[src/rtl/irqc_pkg.sv]
package irqc_pkg;
  typedef struct packed {
    logic mode;  // 1: single-bit masking
    logic i;
    logic ui;
  } mask_cfg_t;
endpackage

[src/rtl/irqc_pending.sv]
module irqc_pending #(
  parameter int W = 8
) (
  input  logic         clk,
  input  logic         rst_n,
  input  logic         clr_all,
  input  logic [W-1:0] set_vec,
  input  logic [W-1:0] clr_vec,
  output logic [W-1:0] pend
);
  for (genvar s = 0; s < W; s++) begin : g_bit
    always_ff @(posedge clk or negedge rst_n) begin
      if (!rst_n)            pend[s] <= 1'b0;
      else if (clr_all)      pend[s] <= 1'b0;
      else if (set_vec[s])   pend[s] <= 1'b1;
      else if (clr_vec[s])   pend[s] <= 1'b0;
    end
  end
endmodule

[src/rtl/irqc_gate.sv]
module irqc_gate
  import irqc_pkg::*;
#(
  parameter int W = 8
) (
  input  mask_cfg_t    cfg,
  input  logic [W-1:0] pend,
  input  logic [W-1:0] en,
  input  logic [W-1:0] lvl,
  output logic [W-1:0] elig_hi,
  output logic [W-1:0] elig_lo
);
  logic pass_hi, pass_lo;

  // level-1 passes unless both mask bits are set (two-level mode)
  assign pass_hi = cfg.mode ? ~cfg.i : ~(cfg.i & cfg.ui);
  assign pass_lo = ~cfg.i;

  assign elig_hi = pend & en &  lvl & {W{pass_hi}};
  assign elig_lo = pend & en & ~lvl & {W{pass_lo}};
endmodule

[src/rtl/irqc_pick.sv]
module irqc_pick #(
  parameter int W  = 8,
  parameter int IW = 4
) (
  input  logic          nmi_pend,
  input  logic [W-1:0]  elig_hi,
  input  logic [W-1:0]  elig_lo,
  output logic          found,
  output logic [IW-1:0] idx
);
  logic          hi_hit, lo_hit;
  logic [IW-1:0] hi_idx, lo_idx;

  always_comb begin
    hi_hit = 1'b0;
    lo_hit = 1'b0;
    hi_idx = '0;
    lo_idx = '0;
    // scan downward so the lowest number is assigned last
    for (int s = W - 1; s >= 0; s--) begin
      if (elig_hi[s]) begin
        hi_hit = 1'b1;
        hi_idx = IW'(s + 1);
      end
      if (elig_lo[s]) begin
        lo_hit = 1'b1;
        lo_idx = IW'(s + 1);
      end
    end
  end

  always_comb begin
    found = nmi_pend | hi_hit | lo_hit;
    if (nmi_pend)    idx = '0;
    else if (hi_hit) idx = hi_idx;
    else if (lo_hit) idx = lo_idx;
    else             idx = '0;
  end
endmodule

[src/rtl/irq_mask_ctrl.sv]
module irq_mask_ctrl
  import irqc_pkg::*;
#(
  parameter int N_EXT = 4,
  parameter int N_PER = 4,
  localparam int N_SRC = N_EXT + N_PER,
  localparam int IDX_W = $clog2(N_SRC + 1)
) (
  input  logic             clk,
  input  logic             rst_n,
  input  logic             standby,
  input  logic             nmi_in,
  input  logic [N_EXT-1:0] ext_req,
  input  logic [N_PER-1:0] per_req,
  input  logic [N_SRC-1:0] src_en,
  input  logic [N_SRC-1:0] src_lvl,
  input  logic             mask_mode,
  input  logic             mask_i,
  input  logic             mask_ui,
  input  logic             cpu_ack,
  output logic             cpu_req,
  output logic [IDX_W-1:0] cpu_idx
);
  mask_cfg_t        cfg;
  logic             nmi_q, nmi_rise, nmi_pend, take;
  logic [N_SRC-1:0] set_vec, clr_vec, pend, elig_hi, elig_lo;
  logic             found;
  logic [IDX_W-1:0] pick_idx;

  assign cfg      = '{mode: mask_mode, i: mask_i, ui: mask_ui};
  assign take     = cpu_ack & cpu_req;
  assign nmi_rise = nmi_in & ~nmi_q;
  assign set_vec  = {per_req, ext_req} & src_en;

  for (genvar s = 0; s < N_SRC; s++) begin : g_clr
    assign clr_vec[s] = take && (cpu_idx == IDX_W'(s + 1));
  end

  always_ff @(posedge clk or negedge rst_n) begin
    if (!rst_n) begin
      nmi_q    <= 1'b0;
      nmi_pend <= 1'b0;
    end else begin
      nmi_q <= nmi_in;
      if (standby)                        nmi_pend <= 1'b0;
      else if (nmi_rise)                  nmi_pend <= 1'b1;
      else if (take && cpu_idx == '0)     nmi_pend <= 1'b0;
    end
  end

  irqc_pending #(.W(N_SRC)) u_pend (
    .clk     (clk),
    .rst_n   (rst_n),
    .clr_all (standby),
    .set_vec (set_vec),
    .clr_vec (clr_vec),
    .pend    (pend)
  );

  irqc_gate #(.W(N_SRC)) u_gate (
    .cfg     (cfg),
    .pend    (pend),
    .en      (src_en),
    .lvl     (src_lvl),
    .elig_hi (elig_hi),
    .elig_lo (elig_lo)
  );

  irqc_pick #(.W(N_SRC), .IW(IDX_W)) u_pick (
    .nmi_pend (nmi_pend),
    .elig_hi  (elig_hi),
    .elig_lo  (elig_lo),
    .found    (found),
    .idx      (pick_idx)
  );

  always_ff @(posedge clk or negedge rst_n) begin
    if (!rst_n) begin
      cpu_req <= 1'b0;
      cpu_idx <= '0;
    end else if (standby) begin
      cpu_req <= 1'b0;
      cpu_idx <= '0;
    end else begin
      cpu_req <= found;
      cpu_idx <= pick_idx;
    end
  end
endmodule

[config.mk]
export PLATFORM = sky130hd
export DESIGN_NAME = irq_mask_ctrl
export DESIGN_NICKNAME = d
export VERILOG_FILES = /design/src/rtl/irqc_pkg.sv /design/src/rtl/irqc_pending.sv /design/src/rtl/irqc_gate.sv /design/src/rtl/irqc_pick.sv /design/src/rtl/irq_mask_ctrl.sv
export SDC_FILE = /design/constraint.sdc
export NUM_CORES = 1
export LEC_CHECK = 0
export ABC_AREA = 1
export ABC_CLOCK_PERIOD_IN_PS = 1800
export BUFFER_PORTS_ARGS = -buffer_cell sky130_fd_sc_hd__buf_2
export CAP_MARGIN = 10
export CORE_MARGIN = 8
export CORE_UTILIZATION = 45
export DETAILED_ROUTE_END_ITERATION = 8
export PLACE_DENSITY = 0.75
export SLEW_MARGIN = 0
export SYNTH_ARGS = -nofsm -noshare
export SYNTH_HDL_FRONTEND = slang
export SYNTH_HIERARCHICAL = 1
export SYNTH_SLANG_ARGS = --single-unit
[constraint.sdc]
create_clock -name clk -period 1.8 [get_ports clk]
set_clock_uncertainty 0.1 [all_clocks]
set_input_delay 0.18 -clock clk [delete_from_list [all_inputs] [get_ports clk]]
set_output_delay 0.18 -clock clk [all_outputs]
set_load 0.03 [all_outputs]
-- Word level (Yosys, flattened, before mapping)
Index checks and enable logic that the tools add are counted.
- reduce and logical (&&, ||, !) cells: 19
- equality and inequality tests: 8
- multiplexer cells: 65
- bitwise gates (word level): 15
- operators by type and width (cell ; count):
    4-bit two-way mux ; 20
    8-bit AND ; 6
    1-bit two-way mux ; 45
    3-bit nonzero test ; 9
    4-bit by 3-bit == test with 1-bit output, second input constant ; 4
    1-bit logical AND ; 9
    4-bit by 2-bit == test with 1-bit output, second input constant ; 2
    8-bit NOT ; 1
    4-bit by 1-bit == test with 1-bit output, second input constant ; 1
    4-bit == test, second input constant ; 1
    4-bit logical NOT ; 1
    1-bit AND ; 3
    1-bit NOT ; 3
    1-bit OR ; 2
- output and inout port bits: 5
- flip-flop bits (word level): 15
- word-level logic and storage cells: 119
- input port bits: 32

-- Longest topological paths before layout
- depth after elaboration: 15
- depth in mapped cells: 15

-- Hierarchy
The synthesis kept the hierarchy.
- by module, submodules not included (module ; cells each ; area an instance (um^2) ; times used):
    irq_mask_ctrl ; 61 ; 396.6 ; 1
    irqc_pending ; 41 ; 371.6 ; 1
    irqc_pick ; 59 ; 294.0 ; 1
    irqc_gate ; 36 ; 170.2 ; 1

-- Worst setup path after synthesis
Ideal clock, no wire load.
- kind: input-to-reg
- from: input mask_i
- to: register cpu_idx[0]
- required time: 1.629 ns
- setup slack: 0.386 ns
- arrival: 1.243 ns
- library setup time: 0.071 ns
- stages: 13
- path through: buf_6 inv_2 nor2_4 nor2_1 nor2_4 nand3b_4 nor2_8 nor2_2 nand2_1 nand2_1 nor2_1 inv_1 nor2_1
- elaborated cells on any way between the ends: 40
- RTL lines (element ; line ; text):
    start: declaration ; irq_mask_ctrl.sv:18 ; input logic mask_i,
    1-bit AND ; irqc_gate.sv:16 ; assign pass_hi = cfg.mode ? ~cfg.i : ~(cfg.i & cfg.ui);
    1-bit NOT ; irqc_gate.sv:16 ;
    1-bit two-way mux * ; irqc_gate.sv:16 ;
    8-bit AND * ; irqc_gate.sv:19 ; assign elig_hi = pend & en & lvl & {W{pass_hi}};
    net elig_hi[4] ; irq_mask_ctrl.sv:26 ; logic [N_SRC-1:0] set_vec, clr_vec, pend, elig_hi, elig_lo;
    4-bit two-way mux / 1-bit two-way mux (equally long branches) (5 in a row) ; irqc_pick.sv:21 ; if (elig_hi[s]) begin
    4-bit two-way mux * ; irqc_pick.sv:35 ; else if (hi_hit) idx = hi_idx;
    4-bit two-way mux * ; irqc_pick.sv:34 ; if (nmi_pend) idx = '0;
    net pick_idx[0] ; irq_mask_ctrl.sv:28 ; logic [IDX_W-1:0] pick_idx;
    4-bit two-way mux * ; irq_mask_ctrl.sv:81 ; end else if (standby) begin
    end signal: assignment ; irq_mask_ctrl.sv:86 ; cpu_idx <= pick_idx;
    end: declaration ; irq_mask_ctrl.sv:22 ; output logic [IDX_W-1:0] cpu_idx
Mark *: on every way through the listed nets, which the timed path passes. The rest lies on a longest branch.
A chain may end at the register's enable or synchronous reset.

-- Worst setup path after layout
- from: register u_pend.pend[1]
- to: register cpu_req
- elaborated cells on any way between the ends: 12
- RTL lines (element ; line ; text):
    start: declaration ; irqc_pending.sv:9 ; output logic [W-1:0] pend
    start signal: indexed assignment ; irqc_pending.sv:13 ; if (!rst_n) pend[s] <= 1'b0;
    start signal: indexed assignment ; irqc_pending.sv:14 ; else if (clr_all) pend[s] <= 1'b0;
    start signal: indexed assignment ; irqc_pending.sv:15 ; else if (set_vec[s]) pend[s] <= 1'b1;
    8-bit AND (3 in a row) ; irqc_gate.sv:20 ; assign elig_lo = pend & en & ~lvl & {W{pass_lo}};
    net elig_lo[1] ; irq_mask_ctrl.sv:26 ;
    1-bit two-way mux (2 in a row) ; irqc_pick.sv:25 ; if (elig_lo[s]) begin
    1-bit OR ; irqc_pick.sv:33 ; found = nmi_pend | hi_hit | lo_hit;
    net found ; irq_mask_ctrl.sv:27 ; logic found;
    1-bit two-way mux ; irq_mask_ctrl.sv:81 ;
    end signal: assignment ; irq_mask_ctrl.sv:85 ; cpu_req <= found;
    end: declaration ; irq_mask_ctrl.sv:21 ; output logic cpu_req,
The timed path passes the listed nets, and every way through them passes these cells.

==> flow_summary.ini <==
[synth]
yosysMostFrequentCell = nand2_1
netlist_top_cells_area = dfrtp_1 (30%), nand2_1 (15%), inv_1 (14%)
synth_ff_type = dfrtp_1
yosysTopAreaCellShare_pct = 30.46
ys_types = 20
synth-edff-count = 0
syn_area_per_cell_um2 = 6.256
postSynthCellCount = 197
yosysSeqAreaShare_pct = 30.46
yosys_warnings = 6
syn_area_mm2 = 0.001232
synth_seq_cells = 15
ys_top_cells_by_count = nand2_1 (49), inv_1 (47), nor2_1 (29)
ys_async_sr_fraction_pct = 100.0
synth_top_area_cell = dfrtp_1
synth_nets = 229

[grt]
grt_max_degree = 16
grt-ovfl-total = 0
grt_pass1_vias = 1307
grtUsageTotal_pct = 14.19
grt_pass1_wl_um = 5244
antenna_found_initial = 0

[sta]
finalSetupViolations = 0
slew_headroom_pct = 76.37
hold_viol_final = 0
rsz0062_at_grt = false
min_period_ps = 1547
max_freq_mhz = 646.6
setup_tns_ps = 0
fin_crit_sh_pct = 85.92
slew_violations = 0
worst_slew_pin_slew_ps = 354.5

[critical_path]
cp.buffers_inverters = 1
required_ps = 1880
arrival_ps = 1620
slowest_delay_ps = 420
endpoint_kind = flip-flop
critPathTopFamily = simple AND/OR/NAND/NOR gates
startpoint_type = flip-flop
crit_chain = nand2_1 > nor3_1 > nor2_1 > nand2_1 > nor3_1 > nand3_1 > inv_1 > nor2_1
r2r_slack_ps = 250
path_class = flip-flop to flip-flop
cp_slowest_cell = dfrtp_1
crit_path_max_fanout = 3

[detailed_routing]
drtIter0Drc = 27
drc_errors = 0
drt_first_pass_iters = 4
viasPerCell = 4.772
wl_um = 2967
wl_per_cell_um = 11.07
ant_nets = 0
vias = 1279

[hold_path]
hold_path.class = input port to flip-flop

[floorplan]
start_util_pct = 45.88
die_h_um = 68.33
ios = 37
die_area_mm2 = 0.004669
rows = 19
die-width_um = 68.33
core_area_mm2 = 0.002686

[clock_network]
ctsResizeCount = 0
cts_setup_buffers = 0
cts_buffers = 3
clk_latency_ps = 290
cts_tree = done
cts_root_buffer = clkbuf_4
cts.path.max_buffers = 2
cts_sinks = 15
postCtsHoldBufs = 2
clk_pin_slew_worst_paths_ps = 100
htreeDepth = 1

[pwr]
power.leakage_nw = 0.7784
peakVddDrop_mv = 0.6203
pwr-share-seq_pct = 46.5
p_sw_mw = 0.2816
p_int_mw = 0.5357
p_per_area_mw_per_mm2 = 552.6
p_sw_share_pct = 34.45
clkPwrFrac_pct = 24.5
combPwrFrac_pct = 29.0

[placed_design]
dp_hpwl_um = 2443
place.gp.congestion = 0.8284
portBuffers = 36

[run_status]
status = finished clean

[finish]
syn_to_final_growth_pct = 20.00
post-route-util_pct = 55.05
diodes = 0
drive_gt1_share_pct = 25.32
finalNetCount = 270

[run]
maxCapViolCount = 0
## sequential cells by signal, summed over array words and instances (netlist names)
name,cells
u_pend/pend,8
nmi_pend,1
cpu_idx,4
nmi_q,1
cpu_req,1
## per-layer routing
layer  global-route usage, %  vias up  routed length [um]
met3                   4.583        6                 273
li1                        -      670                   -
met5                       0        -                   0
met1                   16.28      559                1291
met2                   24.50       44                1354
met4                   4.348        0                  47
## metrics by stage
stage,hold WS [ps],area (um^2),cells,power (mW),setup slack (ps)
after global placement,-4.841,1429,262,0.6168,151.3
after global routing,101.7,1479,268,0.8781,56.53
after CTS,85.21,1479,268,0.8309,266.2
after floorplan,-215.6,1232,197,0.5378,385.6
final,96.77,1479,268,0.8173,253.5
after detailed placement,7.560,1429,262,0.6210,113.4
## area by class of cell
type,count,area (um^2)
timing repair buffer,38,200.2
tap,31,38.79
clock inverter,1,7.507
inverter,49,183.9
fill,285,1207
sequential,15,375.4
multi-input combinational,131,650.6
clock buffer,3,22.52
## power by group through the flow
stage	sequential, mW	clock (mW)	combinational, mW
2_1_floorplan	0.400	0	0.138
3_3_place_gp	0.386	0	0.230
3_5_place_dp	0.387	0	0.234
4_1_cts	0.380	0.212	0.238
5_1_grt	0.384	0.224	0.270
6_report	0.380	0.200	0.237
## path summary, 6_finish.rpt
path | from | end | cells past startpoint
max in group asynchronous | rst_n | u_pend/pend[2] | 2
min in group asynchronous | rst_n | cpu_idx[0] | 2
max | u_pend/pend[1] | cpu_req | 8
min reg2reg | nmi_q | nmi_pend | 3
min | ext_req[0] | u_pend/pend[0] | 5
max reg2reg | u_pend/pend[1] | cpu_req | 8
## worst min-delay path, stage by stage
cell	delay [ps]
buf_2	90
nand2_1	50
inv_1	30
inv_1	50
a21oi_2	50
## cells in the final DEF (no fill, tap or decap), drive strengths merged
cell / instances
or2: 1
dfrtp: 15
nor2: 36
nor3: 11
nand2: 50
nand3: 16
o21ai: 3
dlygate4sd3: 2
clkinvlp: 1
clkbuf: 3
a21oi: 12
inv: 49
nand3b: 2
buf: 36
## kinds of logic (layout without fill, tap and decap cells)
family / after synthesis / after routing / share of synthesized area, %
AOI/OAI and AO/OA: 15 / 15 / 8.528
DFF: 15 / 15 / 30.46
and+or+nand+nor: 116 / 116 / 44.27
buffers and inverters: 51 / 91 / 16.75
No activity file was read; power rests on OpenSTA's default activity.
